File: src/rtl/esr_pkg.sv
package esr_pkg;
  localparam int NCLS     = 19;
  localparam int STK_LO   = 33;
  localparam int STK_HI   = STK_LO + NCLS - 1;
  localparam int PRIV_BIT = 52;
  localparam int ME_BIT   = 53;
  localparam int DSYN_W   = 9;
  localparam int TSYN_W   = 4;
  localparam int TSYN_LO  = 16;
  localparam int CLS_W    = 5;

  typedef enum logic [1:0] {
    RANK_HW  = 2'd0,
    RANK_SW  = 2'd1,
    RANK_UNC = 2'd2
  } rank_e;
endpackage

File: src/rtl/esc_status.sv
module esc_status
  import esr_pkg::*;
#(
  parameter logic [NCLS-1:0] UNC_MASK = 19'h75D56,
  parameter logic [NCLS-1:0] SWC_MASK = 19'h00200
) (
  input  logic             clk,
  input  logic             rst_n,
  input  logic             evt_valid,
  input  logic [CLS_W-1:0] evt_class,
  input  logic             evt_same_txn,
  input  logic             priv_in,
  input  logic [NCLS-1:0]  clr_vec,
  input  logic             clr_me,
  input  logic             clr_priv,
  output logic [NCLS-1:0]  set_vec,
  output rank_e            log_rank,
  output logic [NCLS-1:0]  sticky_q,
  output logic             me_q,
  output logic             priv_q
);
  logic cls_ok;
  logic logged;
  logic txn_open_q;
  logic is_unc;
  logic is_swc;
  logic repeat_hit;

  assign cls_ok = evt_class < CLS_W'(NCLS);
  assign logged = evt_valid && cls_ok && !(evt_same_txn && txn_open_q);

  for (genvar g = 0; g < NCLS; g++) begin : g_dec
    assign set_vec[g] = logged && (evt_class == CLS_W'(g));
  end

  assign is_unc   = |(set_vec & UNC_MASK);
  assign is_swc   = |(set_vec & SWC_MASK);
  assign log_rank = is_unc ? RANK_UNC : (is_swc ? RANK_SW : RANK_HW);

  // Repeat of a class whose bit is already set; hardware-corrected excluded.
  assign repeat_hit = (is_unc || is_swc) && |(set_vec & sticky_q);

  always_ff @(posedge clk or negedge rst_n) begin
    if (!rst_n) begin
      sticky_q   <= '0;
      me_q       <= 1'b0;
      priv_q     <= 1'b0;
      txn_open_q <= 1'b0;
    end else begin
      sticky_q <= (sticky_q & ~clr_vec) | set_vec;
      if (repeat_hit)    me_q <= 1'b1;
      else if (clr_me)   me_q <= 1'b0;
      if (logged)        priv_q <= priv_in;
      else if (clr_priv) priv_q <= 1'b0;
      if (logged)        txn_open_q <= 1'b1;
    end
  end

  p_sticky_hold_r2: assert property (@(posedge clk) disable iff (!rst_n)
    (clr_vec == '0) |=> ((sticky_q & $past(sticky_q)) == $past(sticky_q)));

  p_me_source_r4: assert property (@(posedge clk) disable iff (!rst_n)
    $rose(me_q) |-> $past(evt_valid));

  p_drop_same_txn_r5: assert property (@(posedge clk) disable iff (!rst_n)
    (evt_same_txn && txn_open_q) |-> (set_vec == '0));
endmodule

File: src/rtl/esc_capture.sv
module esc_capture
  import esr_pkg::*;
#(
  parameter int              W         = 8,
  parameter logic [NCLS-1:0] PART_MASK = '1
) (
  input  logic            clk,
  input  logic            rst_n,
  input  logic [NCLS-1:0] set_vec,
  input  rank_e           log_rank,
  input  logic [W-1:0]    log_val,
  input  logic [NCLS-1:0] clr_vec,
  output logic [W-1:0]    val_q
);
  logic            locked_q;
  logic [NCLS-1:0] held_q;
  rank_e           rank_q;
  logic            part;
  logic            unlock_now;
  logic            still_locked;
  logic            take;

  assign part         = |(set_vec & PART_MASK);
  assign unlock_now   = locked_q && |(held_q & clr_vec);
  assign still_locked = locked_q && !unlock_now;
  assign take         = part && (!still_locked || (log_rank > rank_q));

  always_ff @(posedge clk or negedge rst_n) begin
    if (!rst_n) begin
      locked_q <= 1'b0;
      held_q   <= '0;
      rank_q   <= RANK_HW;
      val_q    <= '0;
    end else if (take) begin
      locked_q <= 1'b1;
      held_q   <= set_vec;
      rank_q   <= log_rank;
      val_q    <= log_val;
    end else if (unlock_now) begin
      locked_q <= 1'b0;
    end
  end

  p_take_locks_r7: assert property (@(posedge clk) disable iff (!rst_n)
    take |=> locked_q);

  p_no_demote_r7: assert property (@(posedge clk) disable iff (!rst_n)
    (still_locked && part && !(log_rank > rank_q)) |=> $stable(val_q));

  p_value_kept_r8: assert property (@(posedge clk) disable iff (!rst_n)
    !part |=> $stable(val_q));
endmodule

File: src/rtl/err_status_capture.sv
module err_status_capture
  import esr_pkg::*;
#(
  parameter int              ADDR_W    = 48,
  parameter logic [NCLS-1:0] UNC_MASK  = 19'h75D56,
  parameter logic [NCLS-1:0] SWC_MASK  = 19'h00200,
  parameter logic [NCLS-1:0] ADDR_MASK = 19'h7FFFF,
  parameter logic [NCLS-1:0] DSYN_MASK = 19'h033FF,
  parameter logic [NCLS-1:0] TSYN_MASK = 19'h0C000
) (
  input  logic              clk,
  input  logic              rst_n,
  input  logic              evt_valid,
  input  logic [CLS_W-1:0]  evt_class,
  input  logic              evt_same_txn,
  input  logic [ADDR_W-1:0] evt_addr,
  input  logic [DSYN_W-1:0] evt_dsyn,
  input  logic [TSYN_W-1:0] evt_tsyn,
  input  logic              priv_in,
  input  logic              wr_en,
  input  logic [63:0]       wr_data,
  input  logic              irq_en,
  output logic [63:0]       status_rdata,
  output logic [ADDR_W-1:0] addr_rdata,
  output logic              irq
);
  logic [NCLS-1:0]   clr_vec;
  logic [NCLS-1:0]   set_vec;
  logic [NCLS-1:0]   sticky_q;
  rank_e             log_rank;
  logic              me_q;
  logic              priv_q;
  logic [DSYN_W-1:0] dsyn_q;
  logic [TSYN_W-1:0] tsyn_q;
  logic              wr_unused;

  assign clr_vec   = wr_en ? wr_data[STK_HI:STK_LO] : '0;
  assign wr_unused = ^{wr_data[63:ME_BIT+1], wr_data[STK_LO-1:0]};

  esc_status #(.UNC_MASK(UNC_MASK), .SWC_MASK(SWC_MASK)) u_status (
    .clk(clk), .rst_n(rst_n),
    .evt_valid(evt_valid), .evt_class(evt_class), .evt_same_txn(evt_same_txn),
    .priv_in(priv_in), .clr_vec(clr_vec),
    .clr_me(wr_en && wr_data[ME_BIT]), .clr_priv(wr_en && wr_data[PRIV_BIT]),
    .set_vec(set_vec), .log_rank(log_rank), .sticky_q(sticky_q),
    .me_q(me_q), .priv_q(priv_q)
  );

  esc_capture #(.W(ADDR_W), .PART_MASK(ADDR_MASK)) u_cap_addr (
    .clk(clk), .rst_n(rst_n), .set_vec(set_vec), .log_rank(log_rank),
    .log_val(evt_addr), .clr_vec(clr_vec), .val_q(addr_rdata)
  );

  esc_capture #(.W(DSYN_W), .PART_MASK(DSYN_MASK)) u_cap_dsyn (
    .clk(clk), .rst_n(rst_n), .set_vec(set_vec), .log_rank(log_rank),
    .log_val(evt_dsyn), .clr_vec(clr_vec), .val_q(dsyn_q)
  );

  esc_capture #(.W(TSYN_W), .PART_MASK(TSYN_MASK)) u_cap_tsyn (
    .clk(clk), .rst_n(rst_n), .set_vec(set_vec), .log_rank(log_rank),
    .log_val(evt_tsyn), .clr_vec(clr_vec), .val_q(tsyn_q)
  );

  always_comb begin
    status_rdata                           = '0;
    status_rdata[DSYN_W-1:0]               = dsyn_q;
    status_rdata[TSYN_LO+TSYN_W-1:TSYN_LO] = tsyn_q;
    status_rdata[STK_HI:STK_LO]            = sticky_q;
    status_rdata[PRIV_BIT]                 = priv_q;
    status_rdata[ME_BIT]                   = me_q;
  end

  assign irq = irq_en && (sticky_q != '0);

  p_irq_gate_r11: assert property (@(posedge clk) disable iff (!rst_n)
    irq |-> (irq_en && (status_rdata[STK_HI:STK_LO] != '0)));

  p_bad_class_r12: assert property (@(posedge clk) disable iff (!rst_n)
    (evt_valid && (evt_class >= CLS_W'(NCLS)) && !wr_en)
      |=> ($stable(status_rdata) && $stable(addr_rdata)));
endmodule

File: config.mk
export PLATFORM = sky130hd
export DESIGN_NAME = err_status_capture
export DESIGN_NICKNAME = d
export VERILOG_FILES = /design/src/rtl/esr_pkg.sv /design/src/rtl/esc_status.sv /design/src/rtl/esc_capture.sv /design/src/rtl/err_status_capture.sv
export SDC_FILE = /design/constraint.sdc
export NUM_CORES = 1
export LEC_CHECK = 0
export ABC_AREA = 1
export ABC_CLOCK_PERIOD_IN_PS = 7200
export BUFFER_PORTS_ARGS = -buffer_cell sky130_fd_sc_hd__buf_2
export CORE_MARGIN = 5
export CORE_UTILIZATION = 45
export CTS_CLUSTER_SIZE = 20
export DETAILED_ROUTE_END_ITERATION = 8
export PLACE_DENSITY = 0.78
export SLEW_MARGIN = 20
export SYNTH_ARGS = -nofsm -noshare
export SYNTH_HDL_FRONTEND = slang
export SYNTH_HIERARCHICAL = 1
export SYNTH_SLANG_ARGS = --single-unit
File: constraint.sdc
create_clock -name clk -period 7.2 [get_ports clk]
set_input_delay 0.36 -clock clk [delete_from_list [all_inputs] [get_ports clk]]
set_output_delay 0.36 -clock clk [all_outputs]
set_load 0.05 [all_outputs]
-- Yosys cells after proc, flatten, opt, wreduce, memory -nomap -nowiden
Cells that the tools add are included.
- flip-flop bits (word level): 149
- output and inout port bits: 113
- word-level logic and storage cells: 119
- input bits: 137
- magnitude comparators: 4
- mux-type cells: 13
- reductions and logical operators: 61
- eq/ne operators: 18
- bitwise gates (word level): 7
- operator list (operator ; number):
    $and 19x19->19 ; 5
    $reduce_or 19->1 ; 5
    $eq 5x4->1 const B ; 8
    $logic_and 1x1->1 ; 35
    $reduce_or 12->1 ; 2
    $eq 5x3->1 const B ; 4
    $mux 19 ; 1
    $not 19->19 ; 1
    $or 19x19->19 ; 1
    $reduce_bool 19->1 ; 1
    $eq 5x5->1 const B ; 3
    $mux 1 ; 11
    $eq 5x2->1 const B ; 2
    $reduce_bool 2->1 ; 5
    $logic_not 1->1 ; 7
    $gt 2x2->1 ; 3
    $eq 5x1->1 const B ; 1
    $logic_not 5->1 ; 1
    $lt 5x5->1 const B ; 1
    $logic_or 1x1->1 ; 4
    $mux 2 ; 1
    $reduce_or 2->1 ; 1

-- Logic depth before layout (Yosys ltp)
- depth after elaboration: 10
- gate-level depth with buffers: 20
- gate-level depth less buffers: 17

-- Hierarchy
The synthesis kept the hierarchy.
- modules (own cells, without submodules) (module ; seq. area each (sq um) ; area each (sq um) ; cells an instance ; times used):
    esc_capture at u_cap_addr ; 1751.7 ; 2977.9 ; 354 ; 1
    esc_status ; 550.5 ; 1462.7 ; 200 ; 1
    esc_capture at u_cap_dsyn ; 775.7 ; 1452.6 ; 180 ; 1
    esc_capture at u_cap_tsyn ; 650.6 ; 1224.9 ; 152 ; 1
    err_status_capture ; 0.0 ; 490.5 ; 97 ; 1

-- Worst setup path before layout
Ideal clock, no wire load.
- path kind: input-to-reg
- start: input port evt_class[2]
- end: register u_cap_addr.val_q[16]
- library setup time: 0.119 ns
- buffers on the path: 3
- data required time: 7.081 ns
- arrival: 2.438 ns
- slack: 4.643 ns
- cell stages on the path: 17
- cell sequence: nor2_4 > nand2_2 > a21oi_4 > nand2_4 > nor2_1 > nor3_1 > nand2_1 > buf_4 > ha_1 > inv_1 > nor2_1 > o21ai_1 > nand3_2 > buf_2 > buf_4 > nand3_1 > nand2_1
- word-level cells in the longest chain between the ends: 9
- ends and longest elaborated chain (element ; RTL line ; text):
    from (decl) ; err_status_capture.sv:14 ; input logic [CLS_W-1:0] evt_class,
    $lt 5x5->1 ; esc_status.sv:29 ; assign cls_ok = evt_class < CLS_W'(NCLS);
    $logic_and 1x1->1 (2 in series) ; esc_status.sv:30 ; assign logged = evt_valid && cls_ok && !(evt_same_txn && txn_open_q);
    $logic_and 1x1->1 (*) ; esc_status.sv:33 ; assign set_vec[g] = logged && (evt_class == CLS_W'(g));
    named net set_vec[17] ; err_status_capture.sv:28 ; logic [NCLS-1:0] set_vec;
    $reduce_or 12->1 (*) ; esc_status.sv:36 ; assign is_unc = |(set_vec & UNC_MASK);
    named net u_status.is_unc ; esc_status.sv:25 ; logic is_unc;
    $mux 2 (*) ; esc_status.sv:38 ; assign log_rank = is_unc ? RANK_UNC : (is_swc ? RANK_SW : RANK_HW);
    named net log_rank[1] ; err_status_capture.sv:30 ; rank_e log_rank;
    $gt 2x2->1 (*) ; esc_capture.sv:26 ; assign take = part && (!still_locked || (log_rank > rank_q));
    $logic_or 1x1->1 (*) ; esc_capture.sv:26 ;
    $logic_and 1x1->1 (*) ; esc_capture.sv:26 ;
    to (signal assigned) ; esc_capture.sv:38 ; val_q <= log_val;
    to (decl) ; esc_capture.sv:13 ; output logic [W-1:0] val_q
The timed path passes the listed nets; every way through them passes the cells marked *.
A chain may end at the register's enable or synchronous reset.

-- Worst setup path after layout
- start: register u_status.txn_open_q
- end: register u_cap_dsyn.held_q[1]
- word-level cells in the longest chain between the ends: 9
- ends and longest elaborated chain (element ; RTL line ; text):
    from (decl) ; esc_status.sv:24 ; logic txn_open_q;
    from (signal assigned) ; esc_status.sv:48 ; txn_open_q <= 1'b0;
    from (signal assigned) ; esc_status.sv:55 ; if (logged) txn_open_q <= 1'b1;
    $logic_and 1x1->1 ; esc_status.sv:30 ;
    $logic_not 1->1 ; esc_status.sv:30 ;
    $logic_and 1x1->1 ; esc_status.sv:30 ;
    $logic_and 1x1->1 ; esc_status.sv:33 ;
    named net set_vec[18] ; err_status_capture.sv:28 ;
    $reduce_or 12->1 ; esc_status.sv:36 ;
    $mux 2 ; esc_status.sv:38 ;
    named net log_rank[1] ; err_status_capture.sv:30 ;
    $gt 2x2->1 ; esc_capture.sv:26 ;
    $logic_or 1x1->1 ; esc_capture.sv:26 ;
    $logic_and 1x1->1 ; esc_capture.sv:26 ;
    to (signal assigned) ; esc_capture.sv:36 ; held_q <= set_vec;
    to (decl) ; esc_capture.sv:16 ; logic [NCLS-1:0] held_q;
The timed path passes the listed nets, and every way through them passes these cells.

==> metrics <==
mapped cell area ~0.0076 mm²; CTS max path bufs 2; reg2reg setup slack about 2.8 ns; post-layout power between 3000 and 4000 µW; Post-CTS Resized 0; Clock Skews 0.0116 ns; Synth cell types 36; register bit total from synthesis approximately 150; share of the synthesized area in the top cell type 0.490; DR pass1 iterations 5; final hold violation count 13; leakage 0.00524 µW; Max Freq between 0.2 and 0.25 GHz; Worst-Margin Slew 0.837 ns; Post-CTS Setup Inserts 0; Slew Viols, Final 0; total wire length approximately 22 mm; Synth top cells by count nand2_1, dfrtp_1, nand3_1; Max Cap Viol 0; Hold Path Class in2async; post-synthesis compound-gate area fraction 0.0268; Area Overhead vs Synth 17.9%; Cells after Synth approximately 980; post-synthesis simple-gate area fraction 0.368; final setup vio count 0; CP max FO 31; H-tree Lvls 4; number of antenna violations at the first check in global routing 0; routability cong. ~0.93; Worst Path Buf+Inv 1; Die H between 100 and 150 µm; Core ar. about 0.017 mm²; vias in the first global route 6530; min Tclk post-route ~4.4 ns; gr ovfl total 0; DR iter-0 viols 641; outcome finished with violations; TNS Setup 0 ns; Cell Pwr Density between 300 and 400 mW/mm²; CTS tree built; die area a little under 0.02 mm²; CTS Sinks between 100 and 150; worst hold slack -0.0524 ns; VDD IR max between 0.2 and 0.25 mV; Worst Path Arrival ~4.8 ns; Initial Utilization 0.459; first-pass GRT wire length 33.7 mm; Cell Rows 47; CTS Hold Bufs 0; EDFF count, synth 0; adder-cell area share of the yosys netlist 0.00987; slowest stage delay, CP about 0.84 ns; RSZ-0062 raised after global routing no; Synth area leader dfrtp_1; slowest stage cell, crit path nand2_2; FILL cells roughly 1.6k; IO Port Bufs 176; fin crit share 0.614; Tot GR Track Use 0.213; main combinational cell family by area after synthesis simple AND/OR/NAND/NOR gates; Slew headroom 0.442; CTS root buf clkbuf_16; cell chain of the critical path nand2_1 -> nand2_4 -> nor2_1 -> nor3_1 -> nand2_1 -> ha_1 -> inv_1 -> nor2_1 -> o21ai_0 -> nand3_2 -> nand2_2 -> nand2_1 -> nand2_1; routed len/inst ~16 µm; CTS Buf Count 17; Post-synth top flop dfrtp_1; Setup crit end kind register; DRC violations left 0; Yosys warning count 6; diode count 0; XOR/XNOR Fraction of Synth Area 0; vias per cell slightly above 5; fin nets between 1k and 1.5k; post-synthesis mux area share 0; pin count of the biggest net entering global routing between 80 and 90; required time worst endpoint roughly 7.6 ns; Seq/Total Area, Yosys 0.490; crit path launch type register; Final ANT Viol Nets 0; clock slew seen by the registers of the worst setup and hold paths about 0.06 ns; count leader, synth nand2_1; Crit path max-delay family simple AND/OR/NAND/NOR gates; hpwl dp around 14 mm; Async SR Flop Fraction 1.00; vias 7021; syn_area_per_cell between 7 and 8 µm²; clk_lat worst skew between 0.4 and 0.5 ns; # IOs 250; critical path type reg2reg; most frequent cell on the critical path nand2_1; Die W between 100 and 150 µm; share of layout cells above drive strength 1 0.206; failing checks hold timing; top post-synthesis cells by area dfrtp_1, nand2_1, nand3_1
[cells by family after synthesis]
| kind of cell | Yosys count |
|---|---|
| fa+ha+maj | 6 |
| buf+inv | 151 |
| other cells | 1 |
| flops | 149 |
| simple gates | 646 |
| compound gates | 30 |
[placed cells by master (no fill, tap or decap), types with 11 or more instances in the layout]
cell / count
buf_2: 175
clkbuf_16: 17
conb_1: 30
dfrtp_1: 149
inv_1: 71
nand2_1: 392
nand3_1: 131
nand4_1: 27
nor2_1: 61
o21ai_0: 11
[power by group]
group	internal (µW)	leakage, µW	switching [µW]
sequential	1000	0.00198	83.8
combinational	229	0.00299	959
clock	535	0.000275	328
[worst paths after layout]
kind                       cells after the start                              from                                to
max                                           13   u_status/txn_open_q$_DFFE_PN0P_  u_cap_dsyn/held_q[1]$_DFFE_PN0P_
min reg2reg                                    2  u_cap_addr/val_q[41]$_DFFE_PN0P_  u_cap_addr/val_q[41]$_DFFE_PN0P_
max reg2reg                                   13   u_status/txn_open_q$_DFFE_PN0P_  u_cap_dsyn/held_q[1]$_DFFE_PN0P_
min in group clk                               3                           priv_in       u_status/priv_q$_DFFE_PN0P_
max in group asynchronous                      2                             rst_n   u_status/sticky_q[18]$_DFF_PN0_
min                                            1                             rst_n    u_status/sticky_q[7]$_DFF_PN0_
[cell type report]
cell class / count / area, µm² / area share
clock buffer: 27 / 493 / 0.0550
multi-input combinational: 712 / 3200 / 0.356
clock inverter: 4 / 70.1 / 0.00781
tap: 220 / 275 / 0.0307
sequential: 149 / 3730 / 0.416
inverter: 73 / 277 / 0.0308
timing repair buffer: 182 / 932 / 0.104
[state kept, by name (all words and copies together) (netlist names)]
| signal | cells |
|---|---|
| u_cap_addr/locked_q | 1 |
| u_status/sticky_q | 19 |
| u_status/me_q | 1 |
| u_cap_tsyn/rank_q | 2 |
| u_cap_tsyn/locked_q | 1 |
| u_cap_dsyn/rank_q | 2 |
| u_cap_addr/rank_q | 2 |
| u_cap_tsyn/val_q | 4 |
| u_cap_tsyn/held_q | 19 |
| u_cap_addr/val_q | 48 |
| u_status/priv_q | 1 |
| u_cap_dsyn/val_q | 9 |
| u_cap_dsyn/locked_q | 1 |
| u_cap_dsyn/held_q | 19 |
| u_cap_addr/held_q | 19 |
| u_status/txn_open_q | 1 |
[per-layer routing]
layer | global-route usage | part of all wire
met1 | 0.279 | 0.41
met2 | 0.339 | 0.48
met3 | 0.0525 | 0.076
met4 | 0.0923 | 0.036
met5 | 0 | 0
[through the flow]
stage / instances / cell area [µm²] / util / setup slack, ns / hold WS [ns]
global placement: 1336 / 8410 / 0.507 / 2.64 / 0.448
floorplan: 1012 / 7720 / - / 4.64 / 0.0644
CTS: 1367 / 8970 / 0.541 / 2.93 / 0.0329
global route: 1367 / 8970 / 0.541 / 2.55 / 0.0771
finish: 1367 / 8970 / 0.541 / 2.78 / -0.0524
detailed placement: 1336 / 8410 / 0.507 / 2.53 / 0.453
Note: power is estimated with default switching activity, not from simulation.
